**src/rtl/blpwm_pkg.sv**
```systemverilog
package blpwm_pkg;
  // strobes from register/control side to the counting datapath
  typedef struct packed {
    logic run;
    logic invert;
    logic pinSel;
  } pwmCtl_t;

  localparam logic [1:0] PIN_FN_SPECIAL = 2'b10;
endpackage

```
**src/rtl/blpwm_ctrl.sv**
```systemverilog
module blpwm_ctrl
  import blpwm_pkg::*;
#(
  parameter int ADDR_W = 8,
  parameter int PRE_W = 8,
  parameter int SCALE_W = 16,
  parameter logic [ADDR_W-1:0] BASE_ADDR = 8'hA0,
  parameter logic [ADDR_W-1:0] GPIO_ADDR = 8'h5C,
  parameter int PIN_IDX = 3
) (
  input  logic               clk,
  input  logic               rstN,
  input  logic               regWe,
  input  logic [ADDR_W-1:0]  regAddr,
  input  logic [7:0]         regWdata,
  output logic [7:0]         regRdata,
  output logic [PRE_W-1:0]   preDiv,
  output logic [SCALE_W-1:0] scaleVal,
  output logic [SCALE_W-1:0] levelVal,
  output pwmCtl_t            ctl
);
  localparam int SB = SCALE_W / 8;
  localparam int MUX_LSB = 2 * PIN_IDX;
  localparam logic [ADDR_W-1:0] SCALE_ADDR = BASE_ADDR + ADDR_W'(1);
  localparam logic [ADDR_W-1:0] LEVEL_ADDR = SCALE_ADDR + ADDR_W'(SB);
  localparam logic [ADDR_W-1:0] CTL_ADDR = LEVEL_ADDR + ADDR_W'(SB);

  logic [PRE_W-1:0] preReg;
  logic [7:0] scaleB [SB];
  logic [7:0] levelB [SB];
  logic [7:0] ctlReg;
  logic [7:0] gpioReg;

  always_ff @(posedge clk or negedge rstN) begin
    if (!rstN) begin
      preReg  <= '0;
      ctlReg  <= '0;
      gpioReg <= '0;
      for (int i = 0; i < SB; i++) begin
        scaleB[i] <= '0;
        levelB[i] <= '0;
      end
    end else if (regWe) begin
      if (regAddr == BASE_ADDR) preReg <= regWdata[PRE_W-1:0];
      if (regAddr == CTL_ADDR) ctlReg <= regWdata;
      if (regAddr == GPIO_ADDR) gpioReg <= regWdata;
      for (int i = 0; i < SB; i++) begin
        if (regAddr == SCALE_ADDR + ADDR_W'(i)) scaleB[i] <= regWdata;
        if (regAddr == LEVEL_ADDR + ADDR_W'(i)) levelB[i] <= regWdata;
      end
    end
  end

  always_comb begin
    regRdata = '0;
    if (regAddr == BASE_ADDR) regRdata = 8'(preReg);
    if (regAddr == CTL_ADDR) regRdata = ctlReg;
    if (regAddr == GPIO_ADDR) regRdata = gpioReg;
    for (int i = 0; i < SB; i++) begin
      if (regAddr == SCALE_ADDR + ADDR_W'(i)) regRdata = scaleB[i];
      if (regAddr == LEVEL_ADDR + ADDR_W'(i)) regRdata = levelB[i];
    end
  end

  always_comb begin
    for (int i = 0; i < SB; i++) begin
      scaleVal[i*8 +: 8] = scaleB[i];
      levelVal[i*8 +: 8] = levelB[i];
    end
  end

  assign preDiv     = preReg;
  assign ctl.run    = ctlReg[1];
  assign ctl.invert = ctlReg[0];
  assign ctl.pinSel = (gpioReg[MUX_LSB +: 2] == PIN_FN_SPECIAL);

  // a control write is seen by the datapath on the following cycle
  a_r6_run_follows_write: assert property (@(posedge clk) disable iff (!rstN)
    (regWe && regAddr == CTL_ADDR) |=> (ctl.run == $past(regWdata[1])));

  // pad select changes only through a write to the pad-function byte
  a_r7_pinsel_stable: assert property (@(posedge clk) disable iff (!rstN)
    !(regWe && regAddr == GPIO_ADDR) |=> $stable(ctl.pinSel));
endmodule

```
**src/rtl/blpwm_datapath.sv**
```systemverilog
module blpwm_datapath
  import blpwm_pkg::*;
#(
  parameter int PRE_W = 8,
  parameter int SCALE_W = 16
) (
  input  logic               clk,
  input  logic               rstN,
  input  logic [PRE_W-1:0]   preDiv,
  input  logic [SCALE_W-1:0] scaleVal,
  input  logic [SCALE_W-1:0] levelVal,
  input  pwmCtl_t            ctl,
  output logic               padOut,
  output logic               padOe
);
  logic [PRE_W-1:0]   effPre;
  logic [PRE_W-1:0]   actPre;
  logic [PRE_W-1:0]   preCnt;
  logic [SCALE_W-1:0] actScale;
  logic [SCALE_W-1:0] tickCnt;
  logic               inTail;
  logic               rawActive;
  logic               pwmWave;

  assign effPre = (preDiv == '0) ? PRE_W'(1) : preDiv;

  always_ff @(posedge clk or negedge rstN) begin
    if (!rstN) begin
      actPre   <= PRE_W'(1);
      actScale <= '0;
      preCnt   <= '0;
      tickCnt  <= '0;
      inTail   <= 1'b0;
    end else if (!ctl.run || inTail) begin
      // period boundary (or idle): take up new divisor and scale
      actPre   <= effPre;
      actScale <= scaleVal;
      preCnt   <= '0;
      tickCnt  <= '0;
      inTail   <= (scaleVal == '0);
    end else if (preCnt == actPre - PRE_W'(1)) begin
      preCnt <= '0;
      if (tickCnt == actScale - SCALE_W'(1)) begin
        tickCnt <= '0;
        inTail  <= 1'b1;
      end else begin
        tickCnt <= tickCnt + SCALE_W'(1);
      end
    end else begin
      preCnt <= preCnt + PRE_W'(1);
    end
  end

  always_comb begin
    if (levelVal == '0)            rawActive = 1'b0;
    else if (levelVal >= actScale) rawActive = 1'b1;
    else if (inTail)               rawActive = 1'b0;
    else                           rawActive = (tickCnt < levelVal);
  end

  assign pwmWave = ctl.run ? (rawActive ^ ctl.invert) : ctl.invert;
  assign padOe   = ctl.pinSel;
  assign padOut  = ctl.pinSel & pwmWave;

  // counters sit at zero after a disabled cycle
  a_r6_hold_zero: assert property (@(posedge clk) disable iff (!rstN)
    !ctl.run |=> (tickCnt == '0 && preCnt == '0));

  // active divisor never zero, so counting never stalls
  a_r3_pre_nonzero: assert property (@(posedge clk) disable iff (!rstN)
    actPre != '0);

  // tick index stays inside the sampled scale outside the tail cycle
  a_r1_tick_bound: assert property (@(posedge clk) disable iff (!rstN)
    (ctl.run && !inTail) |-> (tickCnt < actScale && preCnt < actPre));

  // sampled scale only changes at a boundary
  a_r10_scale_hold: assert property (@(posedge clk) disable iff (!rstN)
    ($past(ctl.run) && !$past(inTail)) |-> $stable(actScale));
endmodule

```
**src/rtl/blpwm_top.sv**
```systemverilog
module blpwm_top
  import blpwm_pkg::*;
#(
  parameter int ADDR_W = 8,
  parameter int PRE_W = 8,
  parameter int SCALE_W = 16
) (
  input  logic              clk,
  input  logic              rstN,
  input  logic              regWe,
  input  logic [ADDR_W-1:0] regAddr,
  input  logic [7:0]        regWdata,
  output logic [7:0]        regRdata,
  output logic              padOut,
  output logic              padOe
);
  logic [PRE_W-1:0]   preDiv;
  logic [SCALE_W-1:0] scaleVal;
  logic [SCALE_W-1:0] levelVal;
  pwmCtl_t            ctl;

  blpwm_ctrl #(.ADDR_W(ADDR_W), .PRE_W(PRE_W), .SCALE_W(SCALE_W)) i_ctrl (
    .clk(clk), .rstN(rstN), .regWe(regWe), .regAddr(regAddr),
    .regWdata(regWdata), .regRdata(regRdata), .preDiv(preDiv),
    .scaleVal(scaleVal), .levelVal(levelVal), .ctl(ctl)
  );

  blpwm_datapath #(.PRE_W(PRE_W), .SCALE_W(SCALE_W)) i_datapath (
    .clk(clk), .rstN(rstN), .preDiv(preDiv), .scaleVal(scaleVal),
    .levelVal(levelVal), .ctl(ctl), .padOut(padOut), .padOe(padOe)
  );
endmodule

```
**config.mk**
```make
export PLATFORM = sky130hd
export DESIGN_NAME = blpwm_top
export DESIGN_NICKNAME = d
export VERILOG_FILES = /design/src/rtl/blpwm_pkg.sv /design/src/rtl/blpwm_ctrl.sv /design/src/rtl/blpwm_datapath.sv /design/src/rtl/blpwm_top.sv
export SDC_FILE = /design/constraint.sdc
export NUM_CORES = 1
export LEC_CHECK = 0
export BUFFER_PORTS_ARGS = -buffer_cell sky130_fd_sc_hd__buf_2
export CAP_MARGIN = 20
export CORE_MARGIN = 8
export CORE_UTILIZATION = 45
export CTS_CLUSTER_SIZE = 24
export DETAILED_ROUTE_END_ITERATION = 16
export HOLD_SLACK_MARGIN = 0.15
export PLACE_DENSITY = 0.6
export SYNTH_ARGS = -nofsm -noshare
export SYNTH_HDL_FRONTEND = slang
export SYNTH_SLANG_ARGS = --single-unit
```
**constraint.sdc**
```tcl
create_clock -name clk -period 3.7 [get_ports clk]
set_input_delay 0.74 -clock clk [delete_from_list [all_inputs] [get_ports clk]]
set_output_delay 0.74 -clock clk [all_outputs]
set_load 0.01 [all_outputs]
```
==> results of run 1 <==
## worst reg2reg max path: cells and delay by family (launching register included)
kind	cells	cell delay [ns]
and+or+nand+nor	4	1.20
DFF	1	0.45
adders and majority gates	1	0.23
AOI/OAI and AO/OA	4	1.34
buffers and inverters	1	0.10
## stage by stage
stage                     instance area, um2  utilization (%)  power [mW]  std cells  setup WS, ns
after floorplan                         6410                -        1.60        679         0.673
after global placement                  6790             48.9        1.75        877         0.285
after detailed placement                6790             48.9        1.77        877         0.193
after CTS                               7190             51.8        2.76        901        0.0245
after global routing                    7200             51.9        2.87        901       0.00396
final                                   7200             51.9        2.75        901        0.0835
## where the power goes
part | internal [mW] | leakage (nW) | switching [mW]
clock network | 0.485 | 0.150 | 0.499
registers | 1.20 | 1.40 | 0.0663
logic | 0.211 | 1.80 | 0.290
## cell usage in the layout, fill, tap and decap left out, types with 5 or more instances in the layout
| cell | n |
|---|---|
| dfrtp_1 | 100 |
| nand2_1 | 75 |
| nor2_1 | 49 |
| o21ai_0 | 49 |
| mux2_2 | 48 |
| inv_1 | 34 |
| ha_1 | 33 |
| buf_2 | 27 |
| buf_4 | 24 |
| a21oi_1 | 20 |
| xor2_1 | 19 |
| xnor2_1 | 16 |
| nor4_1 | 16 |
| nand3_1 | 16 |
| nor3_1 | 15 |
| a22o_1 | 14 |
| and3_1 | 11 |
| a211oi_1 | 10 |
| nand4_1 | 9 |
| nor2b_1 | 9 |
| clkbuf_16 | 9 |
| a31oi_1 | 8 |
| nand2b_1 | 7 |
| mux2i_1 | 7 |
| nor3b_1 | 6 |
| a21o_1 | 5 |
| or3_1 | 5 |
## routing by layer
metal	vias to the layer above	part of all wire [%]	global-route usage [%]
met4	0	2.5	6.72
met3	27	4.6	3.08
met5	-	0	0
met2	154	47	33.5
li1	2534	-	-
met1	2680	46	28.0
## registers in the layout (all words and copies together), names as in the netlist
signal               flops
i_ctrl.ctlReg            8
i_ctrl.gpioReg           8
i_ctrl.levelVal         16
i_ctrl.preDiv            8
i_ctrl.scaleVal         16
i_datapath.actPre        8
i_datapath.actScale     16
i_datapath.inTail        1
i_datapath.preCnt        8
i_datapath.tickCnt      16
## cell families (layout without fill, tap and decap cells)
| family | Yosys count | in the layout | share of synthesized area [%] |
|---|---|---|---|
| and+or+nand+nor | 238 | 238 | 18.5 |
| AOI/OAI and AO/OA | 149 | 149 | 15.5 |
| DFF | 105 | 105 | 41.0 |
| buffers and inverters | 61 | 103 | 3.75 |
| muxes | 55 | 55 | 9.52 |
| adders and majority gates | 36 | 36 | 6.99 |
| xor gates and xnor gates | 35 | 35 | 4.78 |
## final timing paths
check	endpoint	cells past startpoint
max	padOut	11
max reg2reg	i_datapath.tickCnt[13]	10
max in group asynchronous	i_datapath.actPre[0]	2
min in group clk	i_datapath.actPre[7]	2
min	i_datapath.tickCnt[2]	1
min reg2reg	i_datapath.actPre[7]	2
## timing repair
action / in CTS / in global routing
pin swaps: 5 / 2
setup buffers: 8 / 0
resized for setup: 12 / 3
hold buffers: 0 / 0
setup endpoints to repair: 1 / 1
cloned: 0 / 0
## synth_stat cells (all sizes together) (5+ instances only)
cell type,n
xnor2,16
and3,11
ha,35
nor2b,9
nor3,15
a22o,14
nand4,9
xor2,19
clkbuf,22
a31oi,8
nor3b,6
or3,5
inv,36
mux2i,7
a21o,5
nor2,50
a21oi,20
mux2,48
nor4,16
nand2b,7
a211oi,10
o21ai,54
nand3,16
nand2,75
dfrtp,104
## area by class of cell
class                           count  area share, %
Inverter                           36           1.88
Clock inverter                      7           1.13
Multi-Input combinational cell    513           49.8
Sequential cell                   105           36.6
Timing Repair Buffer               51           4.38
Tap cell                          180           3.13
Clock buffer                        9           3.13
==> impl_results.md, run 1 <==
- Grt ovf: 0
- Crit-path max FO: 3
- Hold Crit Class: input port to asynchronous set/reset pin
- First-pass GRT wire length: 29800 um
- IO Port Bufs: 28
- Reg2reg start: i_datapath.actScale[0]
- Max_cap viols: 0
- Core area: 13900 um2
- ANT nets after route: 0
- Number of distinct library cells after synthesis: 62
- Avg Inst Size Synth: 9.44 um2
- Setup TNS: 0 ns
- Fmax: 277 MHz
- Vias per cell: 5.99
- Residual DRC: 0
- Fin. max-slew vios: 0
- Min Tclk post-route: 3.62 ns
- Worst-skew pair later-pin latency: 0.36 ns
- Yosys reg bits: 105
- R2r setup slk: 0.28 ns
- Mapped Cells: 679
- CP startpoint kind: flip-flop
- Crit path DAT: 2.88 ns
- Fraction of final layout cells sized beyond drive strength 1: 18.9%
- Worst setup path startpoint: i_ctrl.levelVal[6]
- Netlist area before placement: 6410 um2
- CTS tree: yes
- Final hold slack: 0.484 ns
- Sequence of cells on the critical path: inv_2, ha_4, a21o_1, a2111oi_2, o31ai_1, a221oi_2, o21ai_1, a31oi_1, xor2_1, and2_1, buf_2
- # diodes: 0
- Post-synth top area share: 40.6%
- RSZ-0062 raised after global routing: no
- Async SR Flop Fraction: 100%
- Nets@finish: 770
- Status: finished, final reports clean
- Post-synth EDFFs: 0
- Via count: 5395
- Final Cycle Share: 97.7%
- Dpl hpwl: 13700 um
- Antenna violations before repair: 0
- Ys flop type: dfrtp_1
- Syn Nets: 733
- 1st-iter DRT viols: 467
- Multi-input gate area: 3590 um2
- CP max-delay cell: dfrtp_1
- CTS root buf: clkbuf_16
- Largest net degree at the start of global routing: 69
- Reg area: 2630 um2
- Die Ht: 135 um
- CP required: 2.96 ns
- Detailed Route WL: 18500 um
- WS Path Type: flip-flop to output pin
- CTS Sinks: 105
- Slew HR: 40.2%
- GRT Resource Usage Total: 20.8%
- Worst vdd ir: 0.248 mV
- Clock buffer depth: 2
- Die width: 135 um
- Drt pass-1 iters: 5
- Initial Util: 46.2%
- Largest area contributor in the netlist: dfrtp_1
- Die ar.: 18300 um2
- Crit. End Element: output pin
- Sequential fraction of the synthesis area: 41.0%
- CTS Buf Count: 9
- Ranking of synthesized cells by area: dfrtp_1, mux2_2, ha_1
- Worst-path clk slew: 0.08 ns
- Buffers & Inverters on Critical Path: 2
- GP Congestion: 0.901
- H-tree levels: 3
- Fillcell total: 1285
- Yosys warns: 0
- Critical path's top delay family: compound AO/OA/AOI/OAI gates
- Worst slew pin tran: 0.896 ns
- Final setup violating endpoints: 0
- FP Rows: 43
- Synth-to-layout area growth: 12.3%
- P_leak: 3.36 nW
- # IOs: 29
- Number of global-route vias before repair: 5357
- Critical path's largest stage delay: 0.40 ns
- Pwr per Cell Area: 382 nW/um2
- Final Hold Vio Count: 0
- Skew final: 0.00826 ns
- Wire per inst: 20.6 um
Note: power is estimated with default switching activity, not from simulation.
==> inputs of run 2 (changes only) <==
- ABC_AREA: default -> 1
==> run 2 against run 1 <==
Net effect:
- sequential power hardly changed
- first-iteration DRC count down 15%
- synthesized cell count increased by 32%
- global-route usage fell by 1.3 points
- clock skew about the same
- power up 1.9%
- synthesized area is 6.4% higher
- combinational power up 20%
- worst setup slack better by 0.55 ns
- sequential share of layout area fell by 1.1 points
- highest routed layer unchanged
==> impl_results.md, run 2 <==
- Die width: 139 um
- Final hold slack: 0.452 ns
- Crit. End Element: output pin
- Crit-path max FO: 5
- CP startpoint kind: flip-flop
- Die Ht: 139 um
- Commonest cells in the netlist: nand2_1, inv_1, dfrtp_1, nor2_1, o21ai_0
- Pwr per Cell Area: 379 nW/um2
- ANT nets after route: 0
- RSZ-0062 raised after global routing: no
- Fillcell total: 1507
- Worst vdd ir: 0.214 mV
- Combinational power share: 21.5%
- IO Port Bufs: 28
- # diodes: 0
- Skew final: 0.00828 ns
- Detailed Route WL: 17900 um
- Flop pwr share: 44.9%
- Residual DRC: 0
- CP required: 2.96 ns
- Final Power: 2.80 mW
- Post-synth EDFFs: 0
- Drt pass-1 iters: 5
- Max_cap viols: 0
- Most common cell in the synthesized netlist: nand2_1
- 1st-iter DRT viols: 395
- Clock buffer depth: 2
- CTS Sinks: 105
- Vias per cell: 5.19
- CTS Buf Count: 9
- Crit path DAT: 2.32 ns
- Via count: 5797
- GRT Resource Usage Total: 19.4%
- P_int: 1.89 mW
- Sequential fraction of the synthesis area: 38.6%
- Switching portion of total power: 32.6%
- P_leak: 3.55 nW
- Worst slew pin tran: 0.815 ns
- Largest area contributor in the netlist: dfrtp_1
- Nets@finish: 977
- Post-synth top area share: 38.2%
- Die ar.: 19300 um2
- Async SR Flop Fraction: 100%
- Fin. max-slew vios: 0
- Core area: 15000 um2
- Sw power: 914 uW
- Yosys reg bits: 105
- Synth-to-layout area growth: 8.62%
- Fraction of final layout cells sized beyond drive strength 1: 12.5%
- FP Rows: 45
- Dpl hpwl: 13600 um
- Avg Inst Size Synth: 7.59 um2
- Layout Cells excl Fill: 1116
- Largest net degree at the start of global routing: 62
- CTS tree: yes
- Initial Util: 45.4%
- Number of distinct library cells after synthesis: 46
- Most frequent cells in the layout: nand2_1, inv_1, dfrtp_1
- Netlist area before placement: 6820 um2
- Ranking of synthesized cells by area: dfrtp_1, nand2_1, ha_1
- Number of global-route vias before repair: 5528
- Ys flop type: dfrtp_1
- Final setup violating endpoints: 0
- Yosys warns: 0
- Wire per inst: 16.1 um
- Hold Crit Class: input port to asynchronous set/reset pin
- GP Congestion: 0.886
- CTS root buf: clkbuf_16
- First-pass GRT wire length: 30000 um
- Mapped Cells: 899
- Resized cells post-CTS: 0
- Worst-skew pair later-pin latency: 0.36 ns
- DP Worst Slack: 0.856 ns
- # hold bufs at CTS: 0
- Slew HR: 45.7%
- WS Path Type: flip-flop to output pin
- Status: finished, final reports clean
- Setup ws final: 0.636 ns
- Most common cell after layout, fill and taps aside: nand2_1
- Antenna violations before repair: 0
- Final Hold Vio Count: 0
- Worst-path clk slew: 0.08 ns
- Placed Instances: 1100
- Setup TNS: 0 ns
- Postcts setup bufs: 0
- Min Tclk post-route: 3.06 ns
- # IOs: 29
- Grt ovf: 0
- H-tree levels: 3
- Syn Nets: 953
- Clock power share: 33.6%
- Fmax: 326 MHz
- Final Cycle Share: 82.8%
[run 2: cell count changes after synthesis, moves of 16 or more]
cell	change
mux2_2	-48
inv_1	+71
o21ai_2	+16
nand4_1	+17
nand2_1	+175
o21ai_1	+26
nand3_1	+33
[run 2: area by class of cell]
cell class	instances	area (um2)	area share, %
Clock buffer	10	239	3.23
Inverter	119	447	6.03
Sequential cell	105	2630	35.5
Multi-Input combinational cell	656	3630	49.1
Tap cell	188	235	3.18
Timing Repair Buffer	32	173	2.33
Clock inverter	6	50.0	0.676
[run 2: path summary, 6_finish.rpt]
kind	from	to	slack, ns	depth (start not counted)
worst max-delay path	i_ctrl.levelVal[5]	padOut	0.64	12
worst min-delay path	rstN	i_datapath.actScale[7]	0.45	1
worst max register to register	i_datapath.actPre[0]	i_datapath.tickCnt[15]	1.41	14
worst min register to register	i_ctrl.ctlReg[2]	i_ctrl.ctlReg[2]	0.49	2
max in group asynchronous	rstN	i_datapath.tickCnt[5]	2.38	2
min in group clk	i_ctrl.ctlReg[2]	i_ctrl.ctlReg[2]	0.49	2
[run 2: cell families (layout without fill, tap and decap cells)]
family	after synthesis	in the layout	share of synthesized area, %
buffers and inverters	138	167	8.22
flip-flops	105	105	38.6
adder cells (fa/ha/maj)	35	35	6.42
AND/OR/NAND/NOR	457	457	31.6
AO/OA/AOI/OAI	133	133	11.2
XOR/XNOR	31	31	3.98
[run 2: routing by layer]
| metal | routed length [um] | global-route usage, % |
|---|---|---|
| met2 | 8180 | 30.6 |
| met5 | 0 | 0 |
| met3 | 640 | 2.41 |
| met1 | 8820 | 27.0 |
| met4 | 293 | 6.93 |
[run 2: power groups by stage]
stage                     Sequential [mW]  Clock, mW  Combinational [mW]
final                                1.26      0.942               0.602
after global routing                 1.27       1.01               0.696
after floorplan                      1.26          0               0.457
after global placement               1.28          0               0.598
after detailed placement             1.28          0               0.605
after CTS                            1.26      0.970               0.608
[run 2: through the flow]
step	util [%]	area, um2
after global routing	49.3	7410
final	49.3	7410
after CTS	49.3	7410
after global placement	47.3	7120
after floorplan	-	6820
after detailed placement	47.3	7120
[run 2: worst max-delay path, stage by stage (launching register included)]
cell     delay (ns)
dfrtp_1        0.49
inv_1          0.08
ha_1           0.31
a21oi_1        0.15
nor2_1         0.05
nor3_1         0.12
nand2_1        0.10
nand2_1        0.06
nand3_1        0.06
nand2_1        0.13
a21oi_1        0.08
nor2_1         0.17
buf_2          0.17
==> inputs of run 3 (changes only) <==
- clock period: 3.7 -> 3.1 ns (I/O delays scaled with it)
==> run 3 against run 2 <==
Net effect:
- final area up 0.74%
- flip-flop and latch count unchanged
- routed wire length up 2.6%
- power up 23%
- die area unchanged
- worst setup slack worse by 0.51 ns
- first-iteration DRC count unchanged
- hold slack worse by 0.18 ns
- sequential power up 19%
==> impl_results.md, run 3 (synthesized netlist as in run 2, its figures left out) <==
- Multi-input gate area: 3630 um2
- GP Congestion: 0.926
- # diodes: 0
- # IOs: 29
- Worst vdd ir: 0.351 mV
- Crit. End Element: output pin
- RSZ-0062 raised after global routing: no
- Drt pass-1 iters: 5
- Most common cell after layout, fill and taps aside: nand2_1
- Setup TNS: 0 ns
- Dpl hpwl: 13900 um
- Skew final: 0.00639 ns
- Fin util: 49.6%
- Fillcell total: 1498
- Buffers & Inverters on Critical Path: 2
- Clock buffer depth: 2
- WS Path Type: flip-flop to output pin
- CP required: 2.48 ns
- Min Tclk post-route: 2.97 ns
- Vias per cell: 5.25
- Postcts setup bufs: 0
- Hold Crit Class: input port to asynchronous set/reset pin
- ANT nets after route: 0
- Fmax: 336 MHz
- IO Port Bufs: 28
- Setup ws final: 0.127 ns
- Synth-to-layout area growth: 9.43%
- Critical path's largest stage delay: 0.52 ns
- CTS tree: yes
- Resized cells post-CTS: 0
- CTS Sinks: 105
- Placed Instances: 1103
- Most frequent cells in the layout: nand2_1, inv_1, dfrtp_1
- Fin. max-slew vios: 0
- FP Rows: 45
- Final hold slack: 0.277 ns
- Nets@finish: 980
- P_leak: 3.58 nW
- Die ar.: 19300 um2
- Status: finished, final reports clean
- Grt ovf: 0
- CTS Buf Count: 9
- Antenna violations before repair: 0
- Slew HR: 59.6%
- Pwr per Cell Area: 462 nW/um2
- CP startpoint kind: flip-flop
- Via count: 5880
- Worst path most repeated cell: a21oi_1
- CP max-delay cell: dfrtp_1
- Residual DRC: 0
- Worst-skew pair later-pin latency: 0.36 ns
- Sequence of cells on the critical path: inv_1, ha_1, a21oi_1, o21ai_0, a21oi_1, nand3_1, nand2_1, a21oi_1, nor2_1, buf_2
- Layout Cells excl Fill: 1119
- Final Cycle Share: 95.9%
- GRT Resource Usage Total: 19.7%
- Wire per inst: 16.4 um
- Number of global-route vias before repair: 5611
- # hold bufs at CTS: 0
- 1st-iter DRT viols: 395
- R2r setup slk: 0.80 ns
- Core area: 15000 um2
- Reg-to-Reg End: i_datapath.tickCnt[15]
- Detailed Route WL: 18400 um
- Reg2reg path depth: 14
- Critical path's top delay family: flip-flops
- DP Worst Slack: 0.467 ns
- Worst-path clk slew: 0.07 ns
- Die Ht: 139 um
- Final Hold Vio Count: 0
- Crit-path max FO: 5
- Largest net degree at the start of global routing: 64
- Max_cap viols: 0
- Die width: 139 um
- Reg area: 2630 um2
- Final setup violating endpoints: 0
- CTS root buf: clkbuf_16
- Crit path DAT: 2.35 ns
- Reg2reg start: i_datapath.actPre[0]
- Worst slew pin tran: 0.606 ns
- H-tree levels: 3
- Initial Util: 45.4%
- Fraction of final layout cells sized beyond drive strength 1: 12.8%
- First-pass GRT wire length: 30200 um
==> run 3: cell count changes in the layout (fill, tap and decap cells not counted), sizes merged <==
cell | before | now
buf | 32 | 35
bufinv | 0 | 1
clkbuf | 10 | 9
clkinvlp | 1 | 0
inv | 121 | 122
==> run 3: area by class of cell <==
cell class,count,area share [%]
multi-input combinational,656,48.7
sequential,105,35.2
inverter,119,5.99
tap,188,3.15
clock buffer,9,3.02
timing repair buffer,35,2.78
clock inverter,7,1.12
==> run 3: layer usage <==
layer / GRT usage, % / up-vias / wire length [um] / part of all wire (%)
met1: 26.4 / 2714 / 8790 / 48
li1: - / 2992 / - / -
met4: 5.89 / 0 / 330 / 1.8
met3: 3.65 / 27 / 855 / 4.6
met2: 31.6 / 147 / 8430 / 46
met5: 0 / - / 0 / 0
==> run 3: where the power goes <==
part           leakage [nW]  internal, mW  switching, mW
combinational          1.98         0.248          0.478
sequential             1.45          1.43         0.0712
clock                 0.154         0.645          0.577
total                  3.58          2.32           1.13
==> run 3: per-stage QoR <==
step / cell area (um2) / total power, mW
floorplan: 6820 / 2.05
CTS: 7460 / 3.48
global route: 7460 / 3.64
detailed placement: 7150 / 2.25
finish: 7460 / 3.45
global placement: 7150 / 2.25
==> run 3: worst max path at each step <==
| stage | start | endpoint | slack, ns | depth (start not counted) |
|---|---|---|---|---|
| 3_3_place_gp | regAddr[4] | regRdata[5] | 0.38 | 7 |
| 4_1_cts | i_ctrl.levelVal[15] | padOut | 0.15 | 10 |
| 6_report | i_ctrl.levelVal[15] | padOut | 0.13 | 10 |
| 5_1_grt | i_ctrl.levelVal[15] | padOut | 0.04 | 10 |
| 2_1_floorplan | regAddr[1] | regRdata[0] | 0.89 | 9 |
| 3_5_place_dp | regAddr[0] | regRdata[5] | 0.47 | 8 |
